[config.mk]
export PLATFORM = sky130hd
export DESIGN_NAME = nor_unlock_decoder
export DESIGN_NICKNAME = d
export VERILOG_FILES = /design/src/rtl/nor_cmd_pkg.sv /design/src/rtl/nor_bus_sampler.sv /design/src/rtl/nor_key_match.sv /design/src/rtl/nor_seq_fsm.sv /design/src/rtl/nor_unlock_decoder.sv
export SDC_FILE = /design/constraint.sdc
export NUM_CORES = 1
export LEC_CHECK = 0
export ABC_AREA = 1
export BUFFER_PORTS_ARGS = -buffer_cell sky130_fd_sc_hd__clkbuf_2
export CORE_UTILIZATION = 56
export DETAILED_ROUTE_END_ITERATION = 6
export PLACE_DENSITY = 0.79
export SLEW_MARGIN = 15
export SYNTH_ARGS = -nofsm -noshare
export SYNTH_HDL_FRONTEND = slang
export SYNTH_SLANG_ARGS = --single-unit
[constraint.sdc]
create_clock -name clk -period 12.7 [get_ports clk]
set_input_delay 1.27 -clock clk [delete_from_list [all_inputs] [get_ports clk]]
set_output_delay 1.27 -clock clk [all_outputs]
set_load 0.005 [all_outputs]
[src/rtl/nor_cmd_pkg.sv]
package nor_cmd_pkg;

  typedef enum logic [2:0] {
    CMD_NONE        = 3'd0,
    CMD_PROGRAM     = 3'd1,
    CMD_CHIP_ERASE  = 3'd2,
    CMD_BLOCK_ERASE = 3'd3,
    CMD_PAGE_ERASE  = 3'd4,
    CMD_BOOT_LOCK   = 3'd5,
    CMD_ID_ENTER    = 3'd6,
    CMD_ID_LEAVE    = 3'd7
  } cmd_kind_e;

  typedef enum logic [2:0] {
    ST_IDLE = 3'd0,
    ST_U1   = 3'd1,
    ST_U2   = 3'd2,
    ST_PGM  = 3'd3,
    ST_E3   = 3'd4,
    ST_E4   = 3'd5,
    ST_E5   = 3'd6
  } step_e;

  localparam logic [31:0] UNLOCK_ADDR_A = 32'h0000_5555;
  localparam logic [31:0] UNLOCK_ADDR_B = 32'h0000_2AAA;

  localparam int unsigned K_UNLOCK_A = 0;
  localparam int unsigned K_UNLOCK_B = 1;
  localparam int unsigned K_PROGRAM  = 2;
  localparam int unsigned K_ERASE    = 3;
  localparam int unsigned K_ID_ENTER = 4;
  localparam int unsigned K_ID_LEAVE = 5;
  localparam int unsigned K_CHIP     = 6;
  localparam int unsigned K_BLOCK    = 7;
  localparam int unsigned K_PAGE     = 8;
  localparam int unsigned K_LOCK     = 9;
  localparam int unsigned NKEYS      = 10;

  function automatic logic [7:0] key_code(input int unsigned idx);
    logic [7:0] v;
    case (idx)
      K_UNLOCK_A: v = 8'hAA;
      K_UNLOCK_B: v = 8'h55;
      K_PROGRAM:  v = 8'hA0;
      K_ERASE:    v = 8'h80;
      K_ID_ENTER: v = 8'h90;
      K_ID_LEAVE: v = 8'hF0;
      K_CHIP:     v = 8'h10;
      K_BLOCK:    v = 8'h30;
      K_PAGE:     v = 8'h50;
      K_LOCK:     v = 8'h40;
      default:    v = 8'h00;
    endcase
    return v;
  endfunction

endpackage

[src/rtl/nor_bus_sampler.sv]
module nor_bus_sampler #(
  parameter int ADDR_W = 18,
  parameter int DATA_W = 16
) (
  input  logic              clk,
  input  logic              rst_n,
  input  logic              ce_n,
  input  logic              oe_n,
  input  logic              we_n,
  input  logic [ADDR_W-1:0] addr,
  input  logic [DATA_W-1:0] data,
  output logic              wr_stb,
  output logic [ADDR_W-1:0] wr_addr,
  output logic [DATA_W-1:0] wr_data,
  output logic              rd_stb
);

  logic              s_ce_n, s_oe_n, s_we_n, we_q;
  logic [ADDR_W-1:0] s_addr, open_addr;
  logic [DATA_W-1:0] s_data;
  logic              wr_open, wr_open_nxt;
  logic              qual, fall, rise;
  logic              open_addr_en, wr_stb_nxt, rd_stb_nxt;

  // input capture stage
  always_ff @(posedge clk or negedge rst_n) begin
    if (!rst_n) begin
      s_ce_n <= 1'b1;
      s_oe_n <= 1'b1;
      s_we_n <= 1'b1;
      we_q   <= 1'b1;
      s_addr <= '0;
      s_data <= '0;
    end else begin
      s_ce_n <= ce_n;
      s_oe_n <= oe_n;
      s_we_n <= we_n;
      we_q   <= s_we_n;
      s_addr <= addr;
      s_data <= data;
    end
  end

  always_comb begin
    qual         = !s_ce_n && s_oe_n;
    fall         = we_q && !s_we_n;
    rise         = !we_q && s_we_n;
    open_addr_en = fall && qual;
    wr_open_nxt  = wr_open;
    if (open_addr_en)
      wr_open_nxt = 1'b1;
    else if (rise || !qual)
      wr_open_nxt = 1'b0;
    wr_stb_nxt   = rise && wr_open && qual;
    rd_stb_nxt   = !s_ce_n && !s_oe_n;
  end

  always_ff @(posedge clk or negedge rst_n) begin
    if (!rst_n) begin
      wr_open   <= 1'b0;
      open_addr <= '0;
      wr_stb    <= 1'b0;
      wr_addr   <= '0;
      wr_data   <= '0;
      rd_stb    <= 1'b0;
    end else begin
      wr_open <= wr_open_nxt;
      wr_stb  <= wr_stb_nxt;
      rd_stb  <= rd_stb_nxt;
      if (open_addr_en)
        open_addr <= s_addr;
      if (wr_stb_nxt) begin
        wr_addr <= open_addr;
        wr_data <= s_data;
      end
    end
  end

  AST_WR_ISOLATED: assert property (@(posedge clk) disable iff (!rst_n)
    wr_stb |=> !wr_stb);
  AST_RD_WR_EXCLUSIVE: assert property (@(posedge clk) disable iff (!rst_n)
    !(wr_stb && rd_stb));

endmodule

[src/rtl/nor_key_match.sv]
module nor_key_match
  import nor_cmd_pkg::*;
#(
  parameter int MATCH_W = 15,
  parameter int KEY_W   = 8
) (
  input  logic [MATCH_W-1:0] addr_lo,
  input  logic [KEY_W-1:0]   key,
  output logic               at_a,
  output logic               at_b,
  output logic [NKEYS-1:0]   key_hit
);

  assign at_a = (addr_lo == UNLOCK_ADDR_A[MATCH_W-1:0]);
  assign at_b = (addr_lo == UNLOCK_ADDR_B[MATCH_W-1:0]);

  for (genvar i = 0; i < NKEYS; i++) begin : g_key
    localparam logic [7:0] CODE = key_code(i);
    assign key_hit[i] = (key == CODE[KEY_W-1:0]);
  end

endmodule

[src/rtl/nor_seq_fsm.sv]
module nor_seq_fsm
  import nor_cmd_pkg::*;
#(
  parameter int ADDR_W = 18,
  parameter int DATA_W = 16
) (
  input  logic              clk,
  input  logic              rst_n,
  input  logic              busy,
  input  logic              wr_stb,
  input  logic [ADDR_W-1:0] wr_addr,
  input  logic [DATA_W-1:0] wr_data,
  input  logic              rd_stb,
  input  logic              at_a,
  input  logic              at_b,
  input  logic [NKEYS-1:0]  key_hit,
  output logic              cmd_valid,
  output logic [2:0]        cmd_kind,
  output logic [ADDR_W-1:0] cmd_addr,
  output logic [DATA_W-1:0] cmd_data,
  output logic              id_mode
);

  step_e     step, step_nxt;
  cmd_kind_e kind_q, kind_nxt;
  logic      fire, id_nxt;
  logic      first_ok, second_ok;

  always_comb begin
    first_ok  = at_a && key_hit[K_UNLOCK_A];
    second_ok = at_b && key_hit[K_UNLOCK_B];
    step_nxt  = step;
    id_nxt    = id_mode;
    fire      = 1'b0;
    kind_nxt  = CMD_NONE;
    if (busy) begin
      step_nxt = ST_IDLE;
    end else if (rd_stb) begin
      step_nxt = ST_IDLE;
    end else if (wr_stb) begin
      step_nxt = ST_IDLE;
      case (step)
        ST_IDLE: begin
          if (id_mode && key_hit[K_ID_LEAVE]) begin
            fire     = 1'b1;
            kind_nxt = CMD_ID_LEAVE;
            id_nxt   = 1'b0;
          end else if (first_ok) begin
            step_nxt = ST_U1;
          end
        end
        ST_U1: if (second_ok) step_nxt = ST_U2;
        ST_U2: begin
          if (at_a && key_hit[K_PROGRAM]) begin
            step_nxt = ST_PGM;
          end else if (at_a && key_hit[K_ERASE]) begin
            step_nxt = ST_E3;
          end else if (at_a && key_hit[K_ID_ENTER]) begin
            fire     = 1'b1;
            kind_nxt = CMD_ID_ENTER;
            id_nxt   = 1'b1;
          end else if (at_a && key_hit[K_ID_LEAVE] && id_mode) begin
            fire     = 1'b1;
            kind_nxt = CMD_ID_LEAVE;
            id_nxt   = 1'b0;
          end
        end
        ST_PGM: begin
          fire     = 1'b1;
          kind_nxt = CMD_PROGRAM;
        end
        ST_E3: if (first_ok) step_nxt = ST_E4;
        ST_E4: if (second_ok) step_nxt = ST_E5;
        ST_E5: begin
          if (at_a && key_hit[K_CHIP]) begin
            fire = 1'b1; kind_nxt = CMD_CHIP_ERASE;
          end else if (key_hit[K_BLOCK]) begin
            fire = 1'b1; kind_nxt = CMD_BLOCK_ERASE;
          end else if (key_hit[K_PAGE]) begin
            fire = 1'b1; kind_nxt = CMD_PAGE_ERASE;
          end else if (at_a && key_hit[K_LOCK]) begin
            fire = 1'b1; kind_nxt = CMD_BOOT_LOCK;
          end
        end
        default: step_nxt = ST_IDLE;
      endcase
    end
  end

  always_ff @(posedge clk or negedge rst_n) begin
    if (!rst_n) begin
      step      <= ST_IDLE;
      id_mode   <= 1'b0;
      cmd_valid <= 1'b0;
      kind_q    <= CMD_NONE;
      cmd_addr  <= '0;
      cmd_data  <= '0;
    end else begin
      step      <= step_nxt;
      id_mode   <= id_nxt;
      cmd_valid <= fire;
      if (fire) begin
        kind_q   <= kind_nxt;
        cmd_addr <= wr_addr;
        cmd_data <= wr_data;
      end
    end
  end

  assign cmd_kind = kind_q;

  AST_BUSY_NO_CMD: assert property (@(posedge clk) disable iff (!rst_n)
    busy |=> !cmd_valid);
  AST_READ_ABORTS: assert property (@(posedge clk) disable iff (!rst_n)
    rd_stb |=> (step == ST_IDLE));
  AST_CMD_ONE_CYCLE: assert property (@(posedge clk) disable iff (!rst_n)
    cmd_valid |=> !cmd_valid);
  AST_CMD_HAS_KIND: assert property (@(posedge clk) disable iff (!rst_n)
    cmd_valid |-> (kind_q != CMD_NONE));
  AST_ENTER_SETS_ID: assert property (@(posedge clk) disable iff (!rst_n)
    (cmd_valid && kind_q == CMD_ID_ENTER) |-> id_mode);
  AST_LEAVE_CLEARS_ID: assert property (@(posedge clk) disable iff (!rst_n)
    (cmd_valid && kind_q == CMD_ID_LEAVE) |-> !id_mode);

endmodule

[src/rtl/nor_unlock_decoder.sv]
module nor_unlock_decoder
  import nor_cmd_pkg::*;
#(
  parameter int ADDR_W  = 18,
  parameter int DATA_W  = 16,
  parameter int MATCH_W = 15,
  parameter int KEY_W   = 8
) (
  input  logic              clk,
  input  logic              rst_n,
  input  logic              bus_ce_n,
  input  logic              bus_oe_n,
  input  logic              bus_we_n,
  input  logic [ADDR_W-1:0] bus_addr,
  input  logic [DATA_W-1:0] bus_data,
  input  logic              busy,
  output logic              cmd_valid,
  output logic [2:0]        cmd_kind,
  output logic [ADDR_W-1:0] cmd_addr,
  output logic [DATA_W-1:0] cmd_data,
  output logic              id_mode
);

  logic              rst_q1, rst_q2;
  logic              wr_stb, rd_stb;
  logic [ADDR_W-1:0] wr_addr;
  logic [DATA_W-1:0] wr_data;
  logic              at_a, at_b;
  logic [NKEYS-1:0]  key_hit;

  // reset: asserted asynchronously, released on the clock
  always_ff @(posedge clk or negedge rst_n) begin
    if (!rst_n) begin
      rst_q1 <= 1'b0;
      rst_q2 <= 1'b0;
    end else begin
      rst_q1 <= 1'b1;
      rst_q2 <= rst_q1;
    end
  end

  nor_bus_sampler #(.ADDR_W(ADDR_W), .DATA_W(DATA_W)) u_sample (
    .clk(clk), .rst_n(rst_q2),
    .ce_n(bus_ce_n), .oe_n(bus_oe_n), .we_n(bus_we_n),
    .addr(bus_addr), .data(bus_data),
    .wr_stb(wr_stb), .wr_addr(wr_addr), .wr_data(wr_data), .rd_stb(rd_stb)
  );

  nor_key_match #(.MATCH_W(MATCH_W), .KEY_W(KEY_W)) u_match (
    .addr_lo(wr_addr[MATCH_W-1:0]), .key(wr_data[KEY_W-1:0]),
    .at_a(at_a), .at_b(at_b), .key_hit(key_hit)
  );

  nor_seq_fsm #(.ADDR_W(ADDR_W), .DATA_W(DATA_W)) u_fsm (
    .clk(clk), .rst_n(rst_q2), .busy(busy),
    .wr_stb(wr_stb), .wr_addr(wr_addr), .wr_data(wr_data), .rd_stb(rd_stb),
    .at_a(at_a), .at_b(at_b), .key_hit(key_hit),
    .cmd_valid(cmd_valid), .cmd_kind(cmd_kind), .cmd_addr(cmd_addr),
    .cmd_data(cmd_data), .id_mode(id_mode)
  );

endmodule

==> results.json <==
{
  "status": "finished, final reports clean",
  "ctsHoldBuffers": 0,
  "die_h_microns": 99.3,
  "grt_usage_pct": 23.9,
  "nets": 625,
  "critPathLaunchType": "input port",
  "synth_ff_type": "dfrtp_1",
  "combPwrFrac_pct": 5.1,
  "tightest_slew_ps": 992,
  "finalHoldViolCount": 0,
  "postLayoutCoreUtil_pct": 69.0,
  "ys_top_cells_by_count": "133 x dfrtp_1, 132 x nand2_1, 51 x nand3_1",
  "syn_nets": 542,
  "netlist_area_sq_um": 5300,
  "clock_tree.buffer_depth": 2,
  "synth.avg_cell_area_sq_um": 10.6,
  "routed_via_density": 5.29,
  "vdd_drop_max_uv": 97.2,
  "timing.rr.start": "u_fsm.step[0]",
  "wl_mm": 10.6,
  "cts_inserted_buffers": 17,
  "max_stage_delay_ps": 780,
  "synth_cell_type_count": 27,
  "core_region_area_sq_um": 9200,
  "cts_root_buf": "clkbuf_8",
  "fin_ws_ps": 9660,
  "drc": 0,
  "hold_ws_ps": 369,
  "final_area_sq_um": 6340,
  "fin_tns_setup_ps": 0,
  "criticalPathCategory": "input port to register",
  "place_area_sq_um": 5770,
  "crit_chain": "clkbuf_2 -> nor2_1 -> inv_1 -> nor2_1 -> inv_1 -> a31oi_4 -> nand2_2 -> nand2_1 -> nand2_1",
  "io_buffers": 78,
  "grt-ovfl-total": 0,
  "yosysMostFrequentCell": "dfrtp_1",
  "p_sw_uw": 241,
  "grt_pass1_wl_mm": 17.9,
  "placed_cells": 677,
  "hold_class": "register to async pin",
  "clkPwrFrac_pct": 46.0,
  "critPathBufInv": 3,
  "die_width_microns": 99.3,
  "dieArea_sq_um": 9860,
  "power.density_nw_per_um2": 160,
  "finalClockSkew_ps": 10.7,
  "start_util_pct": 57.6,
  "grt_pass1_vias": 3747,
  "drtAntennaViolNets": 0,
  "cts_tree": "yes",
  "wl_per_cell_microns": 14.9,
  "seq_area_frac_synth_pct": 64.8,
  "internal-power_uw": 775,
  "rsz0062_at_grt": "false",
  "synth-edff-count": 0,
  "critical_path_required_ps": 13100,
  "crit_start": "busy",
  "synth_top_area_cell": "dfrtp_1",
  "dpl.hpwl_mm": 7.10,
  "path_delay_family": "simple AND/OR/NAND/NOR gates",
  "slew_violations": 0,
  "drv_cap": 0,
  "fin_crit_sh_pct": 23.9,
  "power_mw": 1.02,
  "synth_top_area_share_pct": 62.8,
  "dp_slack_ps": 9110,
  "area_growth_pct": 19.7,
  "pin_count": 79,
  "critPathSlowestCell": "a31oi_4",
  "globalplace.congestion": 0.869,
  "setup_viol": 0,
  "fin_crit_ps": 3040,
  "cts-resized-gates": 0,
  "switching_share_pct": 23.7,
  "critPathArrivalTime_ps": 3440,
  "async_flop_share_pct": 100,
  "fmax_ghz": 0.329,
  "cts.htree.levels": 4,
  "drive_gt1_share_pct": 27.8,
  "clock_sinks": 137,
  "p_leak_nw": 3.36,
  "insertion_delay_ps": 520,
  "diodes": 0,
  "timing.max_slew.rel_slack_pct": 33.8,
  "rows": 35,
  "grt_max_degree": 85,
  "vias": 3753,
  "synth_seq_cells": 137,
  "drt_iter0_markers": 244,
  "stdcell_count": 709,
  "ys_top_cells_by_area": "dfrtp_1 63%, nand2_1 9.3%, mux2_2 7.6%",
  "postCtsSetupBuffers": 0,
  "cts.clk_slew.worst_paths_ps": 70,
  "p_seq_share_pct": 48.9,
  "worst_setup_path_end_kind": "register",
  "dr.pass1.iters": 4,
  "cp_max_fo": 38,
  "ys_warn_count": 0,
  "synthCells": 502,
  "antenna_found_initial": 0
}
==> power groups by stage <==
stage	combinational [mW]	sequential [mW]	clock, mW
2_1_floorplan	0.0348	0.500	0
3_3_place_gp	0.0493	0.502	0
3_5_place_dp	0.0525	0.505	0
4_1_cts	0.0532	0.497	0.474
5_1_grt	0.0596	0.502	0.492
6_report	0.0523	0.497	0.467
==> placed cells by master (no fill, tap or decap), types with 3 or more instances in the layout <==
master,count
nand2_1,132
dfrtp_1,132
clkbuf_2,78
nand3_1,51
inv_1,38
mux2_2,36
nor2_1,33
o21ai_0,19
clkbuf_16,16
nand4_1,11
inv_6,5
nor4_1,4
nor3_1,4
clkbuf_8,4
dfstp_2,4
nor2_2,3
inv_2,3
a21oi_1,3
==> logic make-up (layout without fill, tap and decap cells) <==
kind of cell	Yosys count	count (layout)	share of synthesized area, %
simple gates	245	245	20.2
compound gates	25	25	2.64
other cells	1	1	0.0708
buf+inv	58	154	4.67
mux	36	36	7.65
flops	137	137	64.8
==> registers in the layout (all words and copies together), names as in the netlist <==
signal	count
u_sample.s_we_n	1
rst_q2	1
u_sample.wr_open	1
u_sample.wr_addr	18
u_fsm.cmd_addr	18
u_fsm.cmd_valid	1
u_fsm.step	3
u_sample.wr_data	16
u_sample.open_addr	18
u_sample.rd_stb	1
u_fsm.id_mode	1
u_sample.s_addr	18
u_sample.s_ce_n	1
u_fsm.cmd_kind	3
rst_q1	1
u_sample.s_oe_n	1
u_sample.s_data	16
u_sample.wr_stb	1
u_fsm.cmd_data	16
u_sample.we_q	1
==> layout make-up <==
class	instances	area, sq um
Sequential cell	137	3440
Fill cell	691	2850
Multi-Input combinational cell	307	1640
Clock buffer	21	459
Timing Repair Buffer	80	405
Inverter	42	158
Tap cell	111	139
Clock inverter	11	111
==> worst reg2reg max path, cell delays in order (launching register included) <==
cell and delay, ps:
dfrtp_1 470, nor3_4 270, inv_1 130, a31oi_4 780
nand2_2 690, nand2_1 240, nand2_1 80
==> worst paths after layout <==
check                                 endpoint  slack, ps  depth (start not counted)
min reg2reg                u_sample.s_addr[12]        370                          0
max in group asynchronous    u_fsm.cmd_data[7]      10870                          1
min                        u_sample.s_addr[12]        370                          0
max reg2reg                 u_fsm.cmd_addr[11]       9940                          6
min in group clk                        rst_q2        370                          0
max                         u_fsm.cmd_addr[11]       9660                          9
==> layer usage <==
metal  routed length [microns]  vias up  share of wire (%)  GRT usage [%]
met2                      5480       88                 52           39.4
met4                       131        0                1.2           9.50
met3                       485       15                4.6           5.34
li1                          -     1786                  -              -
met1                      4490     1864                 42           31.1
met5                         0        -                  0              0
No activity file was read; power rests on OpenSTA's default activity.
